$ cat config.mk
export PLATFORM = sky130hd
export DESIGN_NAME = rfs_sequencer
export DESIGN_NICKNAME = d
export VERILOG_FILES = /design/src/rtl/rfs_pkg.sv /design/src/rtl/rfs_tick_timer.sv /design/src/rtl/rfs_prime_addr.sv /design/src/rtl/rfs_row_engine.sv /design/src/rtl/rfs_sequencer.sv
export SDC_FILE = /design/constraint.sdc
export NUM_CORES = 1
export LEC_CHECK = 0
export BUFFER_PORTS_ARGS = -buffer_cell sky130_fd_sc_hd__buf_4
export CAP_MARGIN = 20
export CORE_MARGIN = 2
export CORE_UTILIZATION = 61
export DETAILED_ROUTE_END_ITERATION = 12
export PLACE_DENSITY = 0.87
export SYNTH_ARGS = -nofsm -noshare
export SYNTH_HDL_FRONTEND = slang
export SYNTH_HIERARCHICAL = 1
export SYNTH_SLANG_ARGS = --single-unit
$ cat constraint.sdc
create_clock -name clk -period 6.2 [get_ports clk]
set_clock_uncertainty 0.1 [all_clocks]
set_input_delay 1.24 -clock clk [delete_from_list [all_inputs] [get_ports clk]]
set_output_delay 1.24 -clock clk [all_outputs]
set_load 0.01 [all_outputs]
$ cat src/rtl/rfs_pkg.sv
package rfs_pkg;

    typedef enum logic [1:0] {
        CYC_REFRESH = 2'd0,
        CYC_READ    = 2'd1,
        CYC_WRITE   = 2'd2
    } cyc_kind_e;

    typedef enum logic [1:0] {
        PH_IDLE = 2'd0,
        PH_ACT  = 2'd1,
        PH_PRE  = 2'd2
    } phase_e;

    typedef enum logic [1:0] {
        SEQ_WAKE  = 2'd0,
        SEQ_PRIME = 2'd1,
        SEQ_RUN   = 2'd2
    } seq_e;

endpackage

$ cat src/rtl/rfs_tick_timer.sv
module rfs_tick_timer #(
    parameter int INTERVAL = 3125
) (
    input  logic clk,
    input  logic rst_n,
    input  logic ack,
    output logic pending
);
    localparam int CNT_W = (INTERVAL > 2) ? $clog2(INTERVAL) : 1;

    typedef struct packed {
        logic [CNT_W-1:0] cnt;
        logic             pend;
    } tmr_t;

    tmr_t tmr_q, tmr_d;

    always_comb begin
        tmr_d = tmr_q;
        if (tmr_q.cnt == '0) begin
            tmr_d.cnt  = CNT_W'(INTERVAL - 1);
            tmr_d.pend = 1'b1;
        end else begin
            tmr_d.cnt = tmr_q.cnt - 1'b1;
            if (ack) begin
                tmr_d.pend = 1'b0;
            end
        end
    end

    always_ff @(posedge clk) begin
        if (!rst_n) begin
            tmr_q.cnt  <= CNT_W'(INTERVAL - 1);
            tmr_q.pend <= 1'b0;
        end else begin
            tmr_q <= tmr_d;
        end
    end

    assign pending = tmr_q.pend;
endmodule

$ cat src/rtl/rfs_prime_addr.sv
module rfs_prime_addr #(
    parameter int ROW_W          = 11,
    parameter int BANK_LSB       = 8,
    parameter int BANK_BITS      = 2,
    parameter int PRIME_PER_BANK = 2,
    parameter int STEP_W         = 4
) (
    input  logic [STEP_W-1:0] step,
    output logic [ROW_W-1:0]  row
);
    localparam int PASS_W = (PRIME_PER_BANK > 2) ? $clog2(PRIME_PER_BANK) : 1;

    always_comb begin
        row = '0;
        row[BANK_LSB +: BANK_BITS] = BANK_BITS'(step / PRIME_PER_BANK);
        row[PASS_W-1:0]            = PASS_W'(step % PRIME_PER_BANK);
    end
endmodule

$ cat src/rtl/rfs_row_engine.sv
module rfs_row_engine
    import rfs_pkg::*;
#(
    parameter int ROW_W   = 11,
    parameter int ACT_CYC = 3,
    parameter int PRE_CYC = 2
) (
    input  logic             clk,
    input  logic             rst_n,
    input  logic             start,
    input  cyc_kind_e        kind,
    input  logic [ROW_W-1:0] row,
    output logic             idle,
    output logic             re_n,
    output logic             rf_n,
    output logic             wr,
    output logic [ROW_W-1:0] addr
);
    localparam int LONGEST = (ACT_CYC > PRE_CYC) ? ACT_CYC : PRE_CYC;
    localparam int CNT_W   = $clog2(LONGEST + 1);

    typedef struct packed {
        phase_e           ph;
        logic [CNT_W-1:0] cnt;
        logic             re_n;
        logic             rf_n;
        logic             wr;
        logic [ROW_W-1:0] addr;
    } eng_t;

    eng_t eng_q, eng_d;

    always_comb begin
        eng_d = eng_q;
        case (eng_q.ph)
            PH_IDLE: begin
                if (start) begin
                    eng_d.ph   = PH_ACT;
                    eng_d.cnt  = CNT_W'(ACT_CYC - 1);
                    eng_d.re_n = 1'b0;
                    eng_d.rf_n = (kind != CYC_REFRESH);
                    eng_d.wr   = (kind == CYC_WRITE);
                    eng_d.addr = (kind == CYC_REFRESH) ? '0 : row;
                end
            end
            PH_ACT: begin
                if (eng_q.cnt == '0) begin
                    eng_d.ph   = PH_PRE;
                    eng_d.cnt  = CNT_W'(PRE_CYC - 1);
                    eng_d.re_n = 1'b1;
                    eng_d.rf_n = 1'b1;
                end else begin
                    eng_d.cnt = eng_q.cnt - 1'b1;
                end
            end
            PH_PRE: begin
                if (eng_q.cnt == '0) begin
                    eng_d.ph = PH_IDLE;
                end else begin
                    eng_d.cnt = eng_q.cnt - 1'b1;
                end
            end
            default: eng_d.ph = PH_IDLE;
        endcase
    end

    always_ff @(posedge clk) begin
        if (!rst_n) begin
            eng_q.ph   <= PH_IDLE;
            eng_q.cnt  <= '0;
            eng_q.re_n <= 1'b1;
            eng_q.rf_n <= 1'b1;
            eng_q.wr   <= 1'b0;
            eng_q.addr <= '0;
        end else begin
            eng_q <= eng_d;
        end
    end

    assign idle = (eng_q.ph == PH_IDLE);
    assign re_n = eng_q.re_n;
    assign rf_n = eng_q.rf_n;
    assign wr   = eng_q.wr;
    assign addr = eng_q.addr;
endmodule

$ cat src/rtl/rfs_sequencer.sv
module rfs_sequencer
    import rfs_pkg::*;
#(
    parameter int CLK_KHZ        = 50000,
    parameter int WINDOW_MS      = 64,
    parameter int REFRESH_COUNT  = 1024,
    parameter int ROW_W          = 11,
    parameter int BANK_LSB       = 8,
    parameter int BANK_BITS      = 2,
    parameter int PRIME_PER_BANK = 2,
    parameter int WAKE_CYCLES    = 8,
    parameter int ACT_CYC        = 3,
    parameter int PRE_CYC        = 2
) (
    input  logic             clk,
    input  logic             rst_n,
    input  logic             host_req,
    input  logic             host_we,
    input  logic [ROW_W-1:0] host_row,
    output logic             host_gnt,
    output logic             ready,
    output logic             mem_re_n,
    output logic             mem_rf_n,
    output logic             mem_wr,
    output logic [ROW_W-1:0] mem_addr
);
    localparam int INTERVAL    = (CLK_KHZ * WINDOW_MS) / REFRESH_COUNT;
    localparam int BANKS       = 1 << BANK_BITS;
    localparam int PRIME_TOTAL = BANKS * PRIME_PER_BANK;
    localparam int MAX_STEPS   = (WAKE_CYCLES > PRIME_TOTAL) ? WAKE_CYCLES : PRIME_TOTAL;
    localparam int STEP_W      = $clog2(MAX_STEPS + 1);

    typedef struct packed {
        seq_e              st;
        logic [STEP_W-1:0] step;
        logic              ready;
        logic              gnt;
    } seq_t;

    seq_t seq_q, seq_d;

    logic             eng_idle;
    logic             eng_start;
    cyc_kind_e        eng_kind;
    logic [ROW_W-1:0] eng_row;
    logic [ROW_W-1:0] prime_row;
    logic             ref_pending;
    logic             ref_ack;

    rfs_tick_timer #(
        .INTERVAL(INTERVAL)
    ) u_timer (
        .clk     (clk),
        .rst_n   (rst_n),
        .ack     (ref_ack),
        .pending (ref_pending)
    );

    rfs_prime_addr #(
        .ROW_W          (ROW_W),
        .BANK_LSB       (BANK_LSB),
        .BANK_BITS      (BANK_BITS),
        .PRIME_PER_BANK (PRIME_PER_BANK),
        .STEP_W         (STEP_W)
    ) u_prime (
        .step (seq_q.step),
        .row  (prime_row)
    );

    rfs_row_engine #(
        .ROW_W   (ROW_W),
        .ACT_CYC (ACT_CYC),
        .PRE_CYC (PRE_CYC)
    ) u_engine (
        .clk   (clk),
        .rst_n (rst_n),
        .start (eng_start),
        .kind  (eng_kind),
        .row   (eng_row),
        .idle  (eng_idle),
        .re_n  (mem_re_n),
        .rf_n  (mem_rf_n),
        .wr    (mem_wr),
        .addr  (mem_addr)
    );

    always_comb begin
        seq_d     = seq_q;
        seq_d.gnt = 1'b0;
        eng_start = 1'b0;
        eng_kind  = CYC_REFRESH;
        eng_row   = '0;
        ref_ack   = 1'b0;
        case (seq_q.st)
            SEQ_WAKE: begin
                if (eng_idle) begin
                    eng_start = 1'b1;
                    if (seq_q.step == STEP_W'(WAKE_CYCLES - 1)) begin
                        seq_d.st   = SEQ_PRIME;
                        seq_d.step = '0;
                    end else begin
                        seq_d.step = seq_q.step + 1'b1;
                    end
                end
            end
            SEQ_PRIME: begin
                if (eng_idle) begin
                    eng_start = 1'b1;
                    eng_kind  = CYC_READ;
                    eng_row   = prime_row;
                    if (seq_q.step == STEP_W'(PRIME_TOTAL - 1)) begin
                        seq_d.st   = SEQ_RUN;
                        seq_d.step = '0;
                    end else begin
                        seq_d.step = seq_q.step + 1'b1;
                    end
                end
            end
            SEQ_RUN: begin
                if (!seq_q.ready) begin
                    if (eng_idle) begin
                        seq_d.ready = 1'b1;
                    end
                end else if (eng_idle) begin
                    if (ref_pending) begin
                        eng_start = 1'b1;
                        ref_ack   = 1'b1;
                    end else if (host_req) begin
                        eng_start = 1'b1;
                        eng_kind  = host_we ? CYC_WRITE : CYC_READ;
                        eng_row   = host_row;
                        seq_d.gnt = 1'b1;
                    end
                end
            end
            default: seq_d.st = SEQ_WAKE;
        endcase
    end

    always_ff @(posedge clk) begin
        if (!rst_n) begin
            seq_q.st    <= SEQ_WAKE;
            seq_q.step  <= '0;
            seq_q.ready <= 1'b0;
            seq_q.gnt   <= 1'b0;
        end else begin
            seq_q <= seq_d;
        end
    end

    assign host_gnt = seq_q.gnt;
    assign ready    = seq_q.ready;
endmodule

### Word-level counts from Yosys, hierarchy flattened

Index checks and enable logic that the tools add are counted.

* add/subtract/negate cells: 3
* multiply operators: 0
* div/mod/pow operators: 0
* magnitude comparators: 0
* eq/ne operators: 14
* shift-type cells: 0
* muxes and demuxes: 41
* bitwise operators: 4
* reductions and logical operators: 19

Operators by type and width (count)
* $mux 11: 4
* $mux 2: 12
* $pmux 11 s2: 1
* $mux 18: 1
* $pmux 2 s3: 3
* $mux 1: 13
* $logic_not 12->1: 1
* $mux 6: 2
* $reduce_and 3->1: 4
* $sub 12x1->12 const B: 1
* $ne 2x2->1 const B: 5
* $logic_not 2->1: 4
* $pmux 2 s2: 2
* $pmux 4 s2: 1
* $reduce_bool 2->1: 4
* $eq 2x2->1 const B: 3
* $ne 2x1->1 const B: 3
* $reduce_and 5->1: 1
* $reduce_or 5->1: 1
* $add 4x1->4 const B: 1
* $eq 2x1->1 const B: 2
* $eq 4x3->1 const B: 1
* $mux 4: 1
* $not 1->1: 4
* 5 further kinds: 6

* flip-flop bits (word level): 39
* latch bits: 0
* memory bits (writable): 0
* bits in read-only memories: 0
* input port bits: 15
* output and inout bits: 16
* memories: 0

### Logic depth before layout (Yosys ltp)

Gate-level depths: netlist of run 1.

* depth after elaboration: 10
* depth in mapped cells: 11
* gate-level depth less buffers: 9

### Modules after synthesis

Netlist of run 1, hierarchy kept.

By module, submodules not included
* rfs_row_engine: times used 1, cells each 102, area an instance 890.9 µm², sequential area each 360.3 µm²
* rfs_tick_timer: times used 1, cells each 61, area an instance 596.8 µm², sequential area each 260.2 µm²
* rfs_sequencer: times used 1, cells each 66, area an instance 574.3 µm², sequential area each 160.2 µm²
* rfs_prime_addr: times used 1, cells each 12, area an instance 86.3 µm², sequential area each 0.0 µm²

### Worst setup path after synthesis of run 1

Ideal clock, no wire load.

* kind: in2reg
* from: input host_req
* to: register, netlist name u_engine/addr[10]
* setup time: 128 ps
* data arrival time: 2395 ps
* setup slack: 3577 ps
* stages: 9
* buffers on the path: 2
* cells stage by stage: nor2b_1 and3_1 buf_4 a21o_1 nor2_1 nor2_1 buf_2 a22oi_1 nor2_1

* word-level cells in the longest chain between the ends: 7
* elaborated cells between the ends (all ways): 17
* those cells by class: mux (15); reduce/logical (2)

RTL lines
* start: declaration: RTL line rfs_sequencer.sv:17 `input logic host_req,`
* $mux 2: RTL line rfs_sequencer.sv:128 `end else if (host_req) begin`
* $mux 2: RTL line rfs_sequencer.sv:125 `if (ref_pending) begin`
* $mux 2: RTL line rfs_sequencer.sv:124 `end else if (eng_idle) begin`
* $mux 2: RTL line rfs_sequencer.sv:120 `if (!seq_q.ready) begin`
* $pmux 2 s2: RTL line rfs_sequencer.sv:94 `case (seq_q.st)`
* via eng_kind[0]: RTL line rfs_sequencer.sv:44 `cyc_kind_e eng_kind;`
* $logic_not 2->1: RTL line rfs_row_engine.sv:43 `eng_d.addr = (kind == CYC_REFRESH) ? '0 : row;`
* $mux 11: RTL line rfs_row_engine.sv:43

The timed path passes the listed nets, and every way through them passes these cells.
A chain may end at the register's enable or synchronous reset.

### Worst setup path after layout of run 1

* from: register u_engine/eng_q[16] (netlist name)
* to: register, netlist name u_engine/addr[6]

* elaborated cells between the ends (all ways): 12
* those cells by class: mux (9); reduce/logical (3)

RTL lines
* start: declaration: RTL line rfs_row_engine.sv:31 `eng_t eng_q, eng_d;`
* start signal: assignment: RTL line rfs_row_engine.sv:76 `eng_q <= eng_d;`
* $logic_not 2->1 *: RTL line rfs_row_engine.sv:80 `assign idle = (eng_q.ph == PH_IDLE);`
* via eng_idle: RTL line rfs_sequencer.sv:42 `logic eng_idle;`
* $mux 1: RTL line rfs_sequencer.sv:124
* $mux 1: RTL line rfs_sequencer.sv:120
* $pmux 1 s2 *: RTL line rfs_sequencer.sv:94
* via eng_start: RTL line rfs_sequencer.sv:43 `logic eng_start;`
* $reduce_and 2->1 (no source line) *

The timed path passes the listed nets; every way through them passes the cells marked *.

==> summary.md, run 1 <==
| Metric | Value |
|---|---|
| WP data arrival | 3260 ps |
| Synth Area in Compound Gates | between 20% and 30% |
| Vias in the first global route | approximately 1,700 |
| RSZ-0062 raised after global routing | false |
| Relative slew slack | 53.14% |
| Hold Crit Endpoint | u_timer/tmr_q[1]$_SDFF_PP0_ |
| RR Startpoint | u_engine/eng_q[16]$_SDFFE_PN0P_ |
| Core ar. | about 3400 µm² |
| Vias | around 1,700 |
| Synth async-reset ratio | 0% |
| Synth-to-Final Area Change | 9.318% |
| DRT iter0 DRCs | 147 |
| CP Launch Type | flop |
| Fmax | 325.5 MHz |
| Hold-fix buffers, CTS | 0 |
| Setup TNS Final | 0 ps |
| Final Cell Area | between 2000 and 2500 µm² |
| Hold wc startpoint | u_timer/tmr_q[1]$_SDFF_PP0_ |
| Post-Route Utilization | 69.83% |
| Final #Nets | between 200 and 300 |
| Hold Crit Depth | 1 |
| Die X | 63.35 µm |
| Adder-Cell Fraction of Synth Area | ~7.6% |
| Hold slack | 375.7 ps |
| DRT Pass-1 Iters | 4 |
| Data required time of the worst path | 6390 ps |
| Yosys warns | 6 |
| TritonCTS Buffers | 5 |
| Synth Area in XOR/XNOR | 1.223% |
| Largest family of logic cells by synthesized area | compound AO/OA/AOI/OAI gates |
| GPL Wtd Cong | 0.7762 |
| Initial core utilization | 63.88% |
| Final setup fails | 0 |
| Final hold viol count | 0 |
| Share of layout cells above drive strength 1 | around a fifth |
| Pleak | between 0.001 and 0.0015 µW |
| Largest net degree at the start of global routing | 17 |
| Final period utilization | 49.55% |
| First-pass GRT wire length | roughly 7500 µm |
| DRT Wirelength | 4329 µm |
| Clk buf depth | 2 |
| Worst path max stage delay | 660 ps |
| DRT antenna net count | 0 |
| Area occupied by multi-input gates | approximately 1100 µm² |
| Post-DP Area | roughly 2200 µm² |
| Grt total ovfl | 0 |
| Drt drc | 0 |
| Reg2reg path depth | 9 |
| Critical path type | reg -> reg |
| CP Max Fanout | 14 |
| CP Capture Type | flop |
| CP dominant cell by count | nor2_1 |
| DPL Wire Length | around 3000 µm |
| H-tree levels | 2 |
| IO buf count | 30 |
| Peak supply drop | about 0.15 mV |
| Clk slew on worst S/H paths | approximately 120 ps |
| Max-cap violations | 0 |
| Status | finished clean |
| Antenna violations before repair | 0 |
| Post-synthesis sequential area ratio | a little over a third |
| Main synth FF type | dfxtp_1 |
| Row count | 21 |
| Synth unique cells | 55 |
| R2r setup slk | about 3100 ps |
| Diode count | 0 |
| Simple-Gate Fraction of Synth Area | about a fifth |
| WL/cell | about 14 µm |
| Post-CTS setup buffer count | 0 |
| Register bit total from synthesis | 39 |
| Post-synthesis mux area share | less than 1% |
| Worst path cell trace | inv_1 > ha_1 > and3_2 > o21ai_0 > a21oi_1 > nand2_1 > nor2_1 > a22oi_1 > nor2_1 |
| Critical Path Slowest Stage Cell | nor2_1 |
| Fill cells | approximately 290 |
| Die Height | ~63 µm |
| Post-synth EDFFs | 0 |
| Slew Viols, Final | 0 |
| P per Cell Area | ~320 nW/µm² |
| Mean post-synth cell area | 8.914 µm² |
| Reg2reg end | u_engine/addr[6]$_SDFFE_PN0P_ |
| CTS sink cnt | 39 |
| GRT Util Overall | a little under a quarter |
| Post-CTS sizing | 0 |
| Final min period | between 3000 and 4000 ps |
| Worst slack, placed | approximately 3000 ps |
| IO Pins | 31 |
| Skew-Pair Late Insertion Delay | about 360 ps |
| Die Footprint | 4013 µm² |
| Clk Tree Root Cell | clkbuf_4 |
| Mapped Area | between 2000 and 2500 µm² |
| Final worst slack | approximately 3100 ps |
| Post-Synthesis Cells | 241 |
| Reg area | a little under 800 µm² |
| Via-to-Cell Ratio | approximately 5.7 |
| Class of the worst hold path | reg -> reg |
| CTS tree | built |
| Worst slew pin tran | between 700 and 800 ps |
[cells by family after synthesis]
logic type | after synthesis
simple gates | 75
compound gates | 63
buf+inv | 45
flops | 39
fa+ha+maj | 13
xor+xnor | 3
mux | 2
other cells | 1
[routing by layer]
metal	vias up	track usage [%]	wire length (µm)
li1	857	-	-
met1	819	28.99	2030
met2	38	38.29	2030
met3	10	6.786	181
met4	0	9.511	87
met5	-	0	0
[cells in the mapped netlist (3+ instances only)]
cell type  instances  area share [%]
and3_1             3            0.87
buf_2              3            0.70
dfxtp_1           39              36
a21oi_1           14             3.3
buf_4             23             8.0
nand2_1           13             2.3
clkbuf_1           4            0.70
ha_1              13             7.6
inv_1             14             2.4
nand2b_1           3            0.87
a22oi_1           11             3.8
or4_1              3             1.0
nor4_1             3            0.87
o21ai_0            7             1.6
o31ai_1            3             1.0
a22o_1            11             4.5
nand3_1            9             2.1
nor2_1            19             3.3
[power by group]
group	leakage (µW)	total, µW	internal [µW]	switching [µW]
Combinational	0.000636	238	91.3	147
Sequential	0.000317	302	277	25.0
Clock	0.0000514	212	125	86.4
[worst max-delay path: cells and delay by family, from the launching register on]
family	cells	cell delay, ps
AO/OA/AOI/OAI	3	560
flip-flops	1	370
adder cells (fa/ha/maj)	1	440
buffers and inverters	1	100
AND/OR/NAND/NOR	4	1440
[state kept, by name, summed over array words and instances (netlist names)]
signal	flops
u_timer/tmr_q	12
u_engine/rf_n	1
u_engine/eng_q	4
u_engine/wr	1
u_engine/re_n	1
seq_q	6
u_engine/addr	11
host_gnt	1
ready	1
u_timer/pending	1
[layout by cell type, fill, tap and decap left out, drive strengths merged, types with 4 or more instances in the layout]
cell    instances
buf            30
dfxtp          39
and3            5
clkbuf          5
a22oi          11
a22o           11
inv            14
o21ai           8
or4             5
ha             13
a21oi          16
nand2b          4
nand2          14
nor2           19
conb            8
nand3           9
[stage by stage]
step / power (µW) / std cells
finish: 751.8 / 301
CTS: 752.5 / 301
detailed placement: 538.8 / 293
global route: 799.0 / 301
global placement: 525.8 / 293
floorplan: 492.7 / 248
[final cells by class]
cell class | count | share of cell area [%]
tap | 46 | 2.451
multi-input combinational | 164 | 48.00
sequential | 39 | 33.24
clock buffer | 5 | 1.598
timing repair buffer | 30 | 9.590
inverter | 14 | 2.238
clock inverter | 3 | 2.877
[how the worst max path moves through the flow]
| stage | start | end | slack, ps | depth (start not counted) |
|---|---|---|---|---|
| finish | u_engine/eng_q[16]$_SDFFE_PN0P_ | u_engine/addr[6]$_SDFFE_PN0P_ | 3130 | 9 |
| global placement | host_req | u_engine/addr[8]$_SDFFE_PN0P_ | 3120 | 7 |
| detailed placement | host_req | u_engine/addr[6]$_SDFFE_PN0P_ | 3040 | 7 |
| CTS | u_engine/eng_q[16]$_SDFFE_PN0P_ | u_engine/addr[6]$_SDFFE_PN0P_ | 3160 | 9 |
| global route | u_engine/eng_q[17]$_SDFFE_PN0P_ | u_engine/addr[7]$_SDFFE_PN0P_ | 2880 | 9 |
| floorplan | host_req | u_engine/addr[10]$_SDFFE_PN0P_ | 3580 | 9 |
No activity file was read; power rests on OpenSTA's default activity.
==> inputs of run 2 (changes only) <==
- CORE_UTILIZATION: 61 -> 51
- PLACE_DENSITY: 0.87 -> 0.78
- clock period: 6.2 -> 2.8 ns (I/O delays scaled with it)
==> summary.md, run 2 (synthesis results as in run 1) <==
| Metric | Value |
|---|---|
| DRT Wirelength | 4005 µm |
| Final min period | ~2400 ps |
| CTS tree | built |
| Largest net degree at the start of global routing | 17 |
| Initial core utilization | 53.32% |
| Worst path cell trace | inv_1 > ha_1 > and3_2 > o21ai_0 > a21oi_1 > nand2_1 > nor2_2 > a22oi_1 > nor2_1 |
| Final #Nets | around 290 |
| Synth-to-Final Area Change | 11.07% |
| Share of layout cells above drive strength 1 | 22.48% |
| Final period utilization | ~87% |
| First-pass GRT wire length | 6492 µm |
| CP Launch Type | flop |
| Largest regs | u_timer/tmr_q x12, u_engine/addr x11, seq_q x6 |
| Clk slew on worst S/H paths | 80 ps |
| Most frequent cells in the layout | 39 x dfxtp_1, 33 x buf_4, 18 x nor2_1, 14 x inv_1, 14 x a21oi_1 |
| Clk buf depth | 2 |
| DRT antenna net count | 0 |
| P per Cell Area | 704.5 nW/µm² |
| Pleak | 0.001026 µW |
| Hold slack | 356.5 ps |
| Commonest non-fill, non-tap cell in the layout | dfxtp_1 |
| IO buf count | 30 |
| Grt total ovfl | 0 |
| Diode count | 0 |
| DRT Pass-1 Iters | 4 |
| Critical Path Slowest Stage Cell | nor2_2 |
| Hold wc startpoint | u_timer/tmr_q[1]$_SDFF_PP0_ |
| Clk Tree Root Cell | clkbuf_8 |
| DPL Wire Length | between 2000 and 3000 µm |
| Final setup fails | 0 |
| Worst slew pin tran | around 530 ps |
| CP Max Fanout | 11 |
| Die X | between 60 and 70 µm |
| Antenna violations before repair | 0 |
| RR Startpoint | u_engine/eng_q[17]$_SDFFE_PN0P_ |
| Largest Register | u_timer/tmr_q |
| WL/cell | around 13 µm |
| WP data arrival | ~2600 ps |
| Via-to-Cell Ratio | between 5 and 6 |
| Fmax | around 410 MHz |
| Post-DP Area | 2271 µm² |
| Die Footprint | 4747 µm² |
| Worst path max stage delay | 390 ps |
| Skew-Pair Late Insertion Delay | ~290 ps |
| Row count | 23 |
| Core ar. | 4029 µm² |
| Critical path type | reg -> reg |
| Final hold viol count | 0 |
| Post-CTS setup buffer count | 0 |
| Final Cell Area | between 2000 and 2500 µm² |
| Max-cap violations | 0 |
| Status | finished clean |
| Class of the worst hold path | reg -> reg |
| Fill cells | 366 |
| Drt drc | 0 |
| Critical Path Source | u_engine/eng_q[17]$_SDFFE_PN0P_ |
| GPL Wtd Cong | slightly above 0.8 |
| Slew Viols, Final | 0 |
| CTS sink cnt | 39 |
| DRT iter0 DRCs | 92 |
| GRT Util Overall | a little under a fifth |
| Max reg flops | 12 |
| Data required time of the worst path | approximately 3000 ps |
| Vias in the first global route | 1,495 |
| Die Height | about 70 µm |
| Relative slew slack | 64.74% |
| RSZ-0062 raised after global routing | false |
| IO Pins | 31 |
| Peak supply drop | between 0.3 and 0.4 mV |
| TritonCTS Buffers | 5 |
| Total power | about 1700 µW |
| CP Capture Type | flop |
| Post-Route Utilization | between 50% and 60% |
| H-tree levels | 2 |
| Vias | between 1,500 and 2,000 |
| Setup TNS Final | 0 ps |
-- run 2: cell count changes in the layout (fill, tap and decap cells not counted) --
cell	change
bufinv_16	-1
nor2_1	-1
clkinv_4	+1
clkinvlp_4	-1
clkinv_2	+1
clkbuf_8	+5
buf_4	+3
clkbuf_4	-5
nor2_2	+1
-- run 2: final cells by class --
cell class / instances / area, µm² / share of cell area, %
sequential: 39 / 780.7 / 32.72
timing repair buffer: 33 / 247.7 / 10.38
inverter: 14 / 52.55 / 2.202
clock inverter: 3 / 43.79 / 1.835
tap: 50 / 62.56 / 2.622
multi-input combinational: 164 / 1130 / 47.35
clock buffer: 5 / 68.82 / 2.884
-- run 2: per-stage QoR --
stage          std cells  setup WS (ps)
2_1_floorplan        248          523.9
3_3_place_gp         300          317.5
3_5_place_dp         300          223.5
4_1_cts              308          200.1
5_1_grt              308          135.9
6_report             308          376.4
-- run 2: critical path, delay by kind of cell (launching register included) --
family	cells	cell delay (ps)
simple gates	4	900
compound gates	3	590
flops	1	350
fa+ha+maj	1	310
buf+inv	1	100
-- run 2: where the power goes --
part	leakage (µW)	switching (µW)	internal (µW)
clock	0.0000581	202	265
sequential	0.000317	57.3	613
combinational	0.000650	316	227
total	0.00103	576	1110
-- run 2: timing repair --
action,CTS,global route
endpoints found under the setup margin,0,11
resized for setup,0,1
hold buffers,0,0
-- run 2: worst paths after layout --
| check | end | slack (ps) | depth (start not counted) |
|---|---|---|---|
| max | u_engine/addr[0]$_SDFFE_PN0P_ | 380 | 9 |
| min | u_timer/tmr_q[1]$_SDFF_PP0_ | 360 | 1 |
| max reg2reg | u_engine/addr[0]$_SDFFE_PN0P_ | 380 | 9 |
| min reg2reg | u_timer/tmr_q[1]$_SDFF_PP0_ | 360 | 1 |
-- run 2: routing by layer --
metal / wire length (µm) / GRT usage [%] / vias up
li1: - / - / 862
met1: 1846 / 23.57 / 786
met2: 1791 / 28.61 / 44
met3: 284 / 5.844 / 11
met4: 82 / 7.843 / 0
met5: 0 / 0 / -
==> inputs of run 3 (changes only) <==
- CELL_PAD_IN_SITES_DETAIL_PLACEMENT: default -> 0
- CELL_PAD_IN_SITES_GLOBAL_PLACEMENT: default -> 2
- CORE_UTILIZATION: 51 -> 31
- PLACE_DENSITY: 0.78 -> 0.82
==> summary.md, run 3 (synthesis results as in run 1) <==
| Metric | Value |
|---|---|
| Initial core utilization | a little under a third |
| Max reg flops | 12 |
| Largest regs | u_timer/tmr_q x12, u_engine/addr x11, seq_q x6 |
| Buf/Inv on CP | 1 |
| Row count | 30 |
| Sequential power share | 37.9% |
| Worst setup endpoint | u_engine/addr[5]$_SDFFE_PN0P_ |
| IO buf count | 30 |
| Clock power share | 31.5% |
| CTS sink cnt | 39 |
| WP depth | 9 |
| WP data arrival | between 2000 and 3000 ps |
| Switching share of power | roughly a third |
| CP Capture Type | flop |
| DRT iter0 DRCs | 68 |
| GPL Wtd Cong | ~0.65 |
| Reg2reg end | u_engine/addr[5]$_SDFFE_PN0P_ |
| Vias | roughly 1,600 |
| CP dominant cell by count | nor2_1 |
| Die Height | ~87 µm |
| Final min period | about 2400 ps |
| Skew-Pair Late Insertion Delay | between 200 and 300 ps |
| CP top delay family | simple AND/OR/NAND/NOR gates |
| Commonest non-fill, non-tap cell in the layout | dfxtp_1 |
| DRT Wirelength | 4241 µm |
| Worst path max stage delay | around 440 ps |
| CP Max Fanout | 13 |
| Post-CTS sizing | 0 |
| Share of layout cells above drive strength 1 | between 20% and 30% |
| TritonCTS Buffers | 5 |
| Via-to-Cell Ratio | approximately 4.8 |
| DPL Wire Length | between 3000 and 4000 µm |
| Core ar. | between 6000 and 7000 µm² |
| DRT Pass-1 Iters | 4 |
| Final #Nets | between 200 and 300 |
| Data required time of the worst path | between 2000 and 3000 ps |
| Fill cells | between 700 and 800 |
| Fmax | 421.3 MHz |
| Setup TNS Final | 0 ps |
| Critical path type | reg -> reg |
| Relative slew slack | 63.96% |
| Worst slack, placed | approximately 190 ps |
| Final setup fails | 0 |
| Clk slew on worst S/H paths | roughly 80 ps |
| Slew Viols, Final | 0 |
| Int Power | roughly 1200 µW |
| Clk Tree Root Cell | clkbuf_8 |
| RR Startpoint | seq_q[6]$_SDFFE_PN0P_ |
| Die X | between 80 and 90 µm |
| Diode count | 0 |
| Worst slew pin tran | approximately 540 ps |
| WL/cell | 12.58 µm |
| GRT Util Overall | 11.64% |
| Largest Register | u_timer/tmr_q |
| IO Pins | 31 |
| Vias in the first global route | ~1,500 |
| Drt drc | 0 |
| Class of the worst hold path | reg -> reg |
| Pleak | between 0.001 and 0.0015 µW |
| Most frequent cells in the layout | 39 x dfxtp_1, 32 x buf_4, 18 x nor2_1, 14 x inv_1, 14 x a21oi_1 |
| Die Footprint | about 7600 µm² |
| CP Launch Type | flop |
| H-tree levels | 2 |
| Part of the power in combinational logic | between 30% and 40% |
| Worst path cell trace | inv_1 > ha_1 > and3_2 > and3_1 > a21o_1 > nor2_1 > nor2_2 > a22oi_1 > nor2_1 |
| Largest net degree at the start of global routing | 17 |
| R2r setup slk | 430 ps |
| Critical Path Slowest Stage Cell | and3_1 |
| DRT antenna net count | 0 |
| P per Cell Area | roughly 720 nW/µm² |
| Reg2reg path depth | 9 |
| Peak supply drop | between 0.15 and 0.2 mV |
| Post-CTS setup buffer count | 0 |
| Net Sw Power | 569.7 µW |
| Clk buf depth | 2 |
| Final worst slack | about 430 ps |
| Synth-to-Final Area Change | 13.40% |
| Final hold viol count | 0 |
| RSZ-0062 raised after global routing | false |
| Grt total ovfl | 0 |
| Max-cap violations | 0 |
| First-pass GRT wire length | ~7000 µm |
| Status | finished clean |
| Antenna violations before repair | 0 |
| Hold-fix buffers, CTS | 0 |
| Final period utilization | approximately 85% |
| Critical Path Source | seq_q[6]$_SDFFE_PN0P_ |
| CTS tree | built |
## run 3: changes by cell type in the layout (fill, tap and decap cells not counted), sizes merged
cell    before  now
clkbuf       5    6
bufinv       1    2
buf         33   32
clkinv       2    0
## run 3: worst min-delay path: cells and delay by family, from the launching register on
family	cells	cell delay, ps
AOI/OAI and AO/OA	2	110
DFF	1	310
## run 3: worst min-delay path by stage
stage	from	endpoint	cells past startpoint
2_1_floorplan	u_timer/tmr_q[1]$_SDFF_PP0_	u_timer/tmr_q[1]$_SDFF_PP0_	1
3_3_place_gp	u_timer/tmr_q[1]$_SDFF_PP0_	u_timer/tmr_q[1]$_SDFF_PP0_	1
3_5_place_dp	u_timer/tmr_q[1]$_SDFF_PP0_	u_timer/tmr_q[1]$_SDFF_PP0_	1
4_1_cts	u_timer/tmr_q[8]$_SDFF_PP0_	u_timer/tmr_q[8]$_SDFF_PP0_	2
5_1_grt	u_timer/tmr_q[8]$_SDFF_PP0_	u_timer/tmr_q[8]$_SDFF_PP0_	2
6_report	u_timer/tmr_q[8]$_SDFF_PP0_	u_timer/tmr_q[8]$_SDFF_PP0_	2
## run 3: routing by layer
layer	track usage, %	up-vias	wire (µm)
li1	-	860	-
met1	16.06	739	2209
met2	17.49	23	1831
met3	2.654	5	129
met4	4.615	0	71
met5	0	-	0
## run 3: layout make-up
class	instances	area [µm²]	share of cell area, %
well taps	80	100.1	4.109
inverters	14	52.55	2.157
clock inverters	2	60.06	2.465
repair buffers	32	240.2	9.861
clock buffers	6	72.57	2.979
flip-flops and latches	39	780.7	32.05
multi-input cells	164	1130	46.38
## run 3: metrics by stage
step           instance area (µm²)  util (%)  std cells  power [µW]  hold WS, ps
3_5_place_dp                  2301     34.06        329        1222        352.1
5_1_grt                       2436     36.06        337        1901        382.9
2_1_floorplan                 2175         -        248        1091        320.8
6_report                      2436     36.06        337        1764        362.6
4_1_cts                       2434     36.02        337        1790        364.7
3_3_place_gp                  2301     34.06        329        1219        336.5
## run 3: power by group through the flow
stage / combinational [µW] / clock [µW] / sequential, µW
detailed placement: 539 / 0 / 683
CTS: 544 / 576 / 669
global placement: 539 / 0 / 680
finish: 540 / 555 / 669
floorplan: 417 / 0 / 674
global route: 620 / 604 / 677
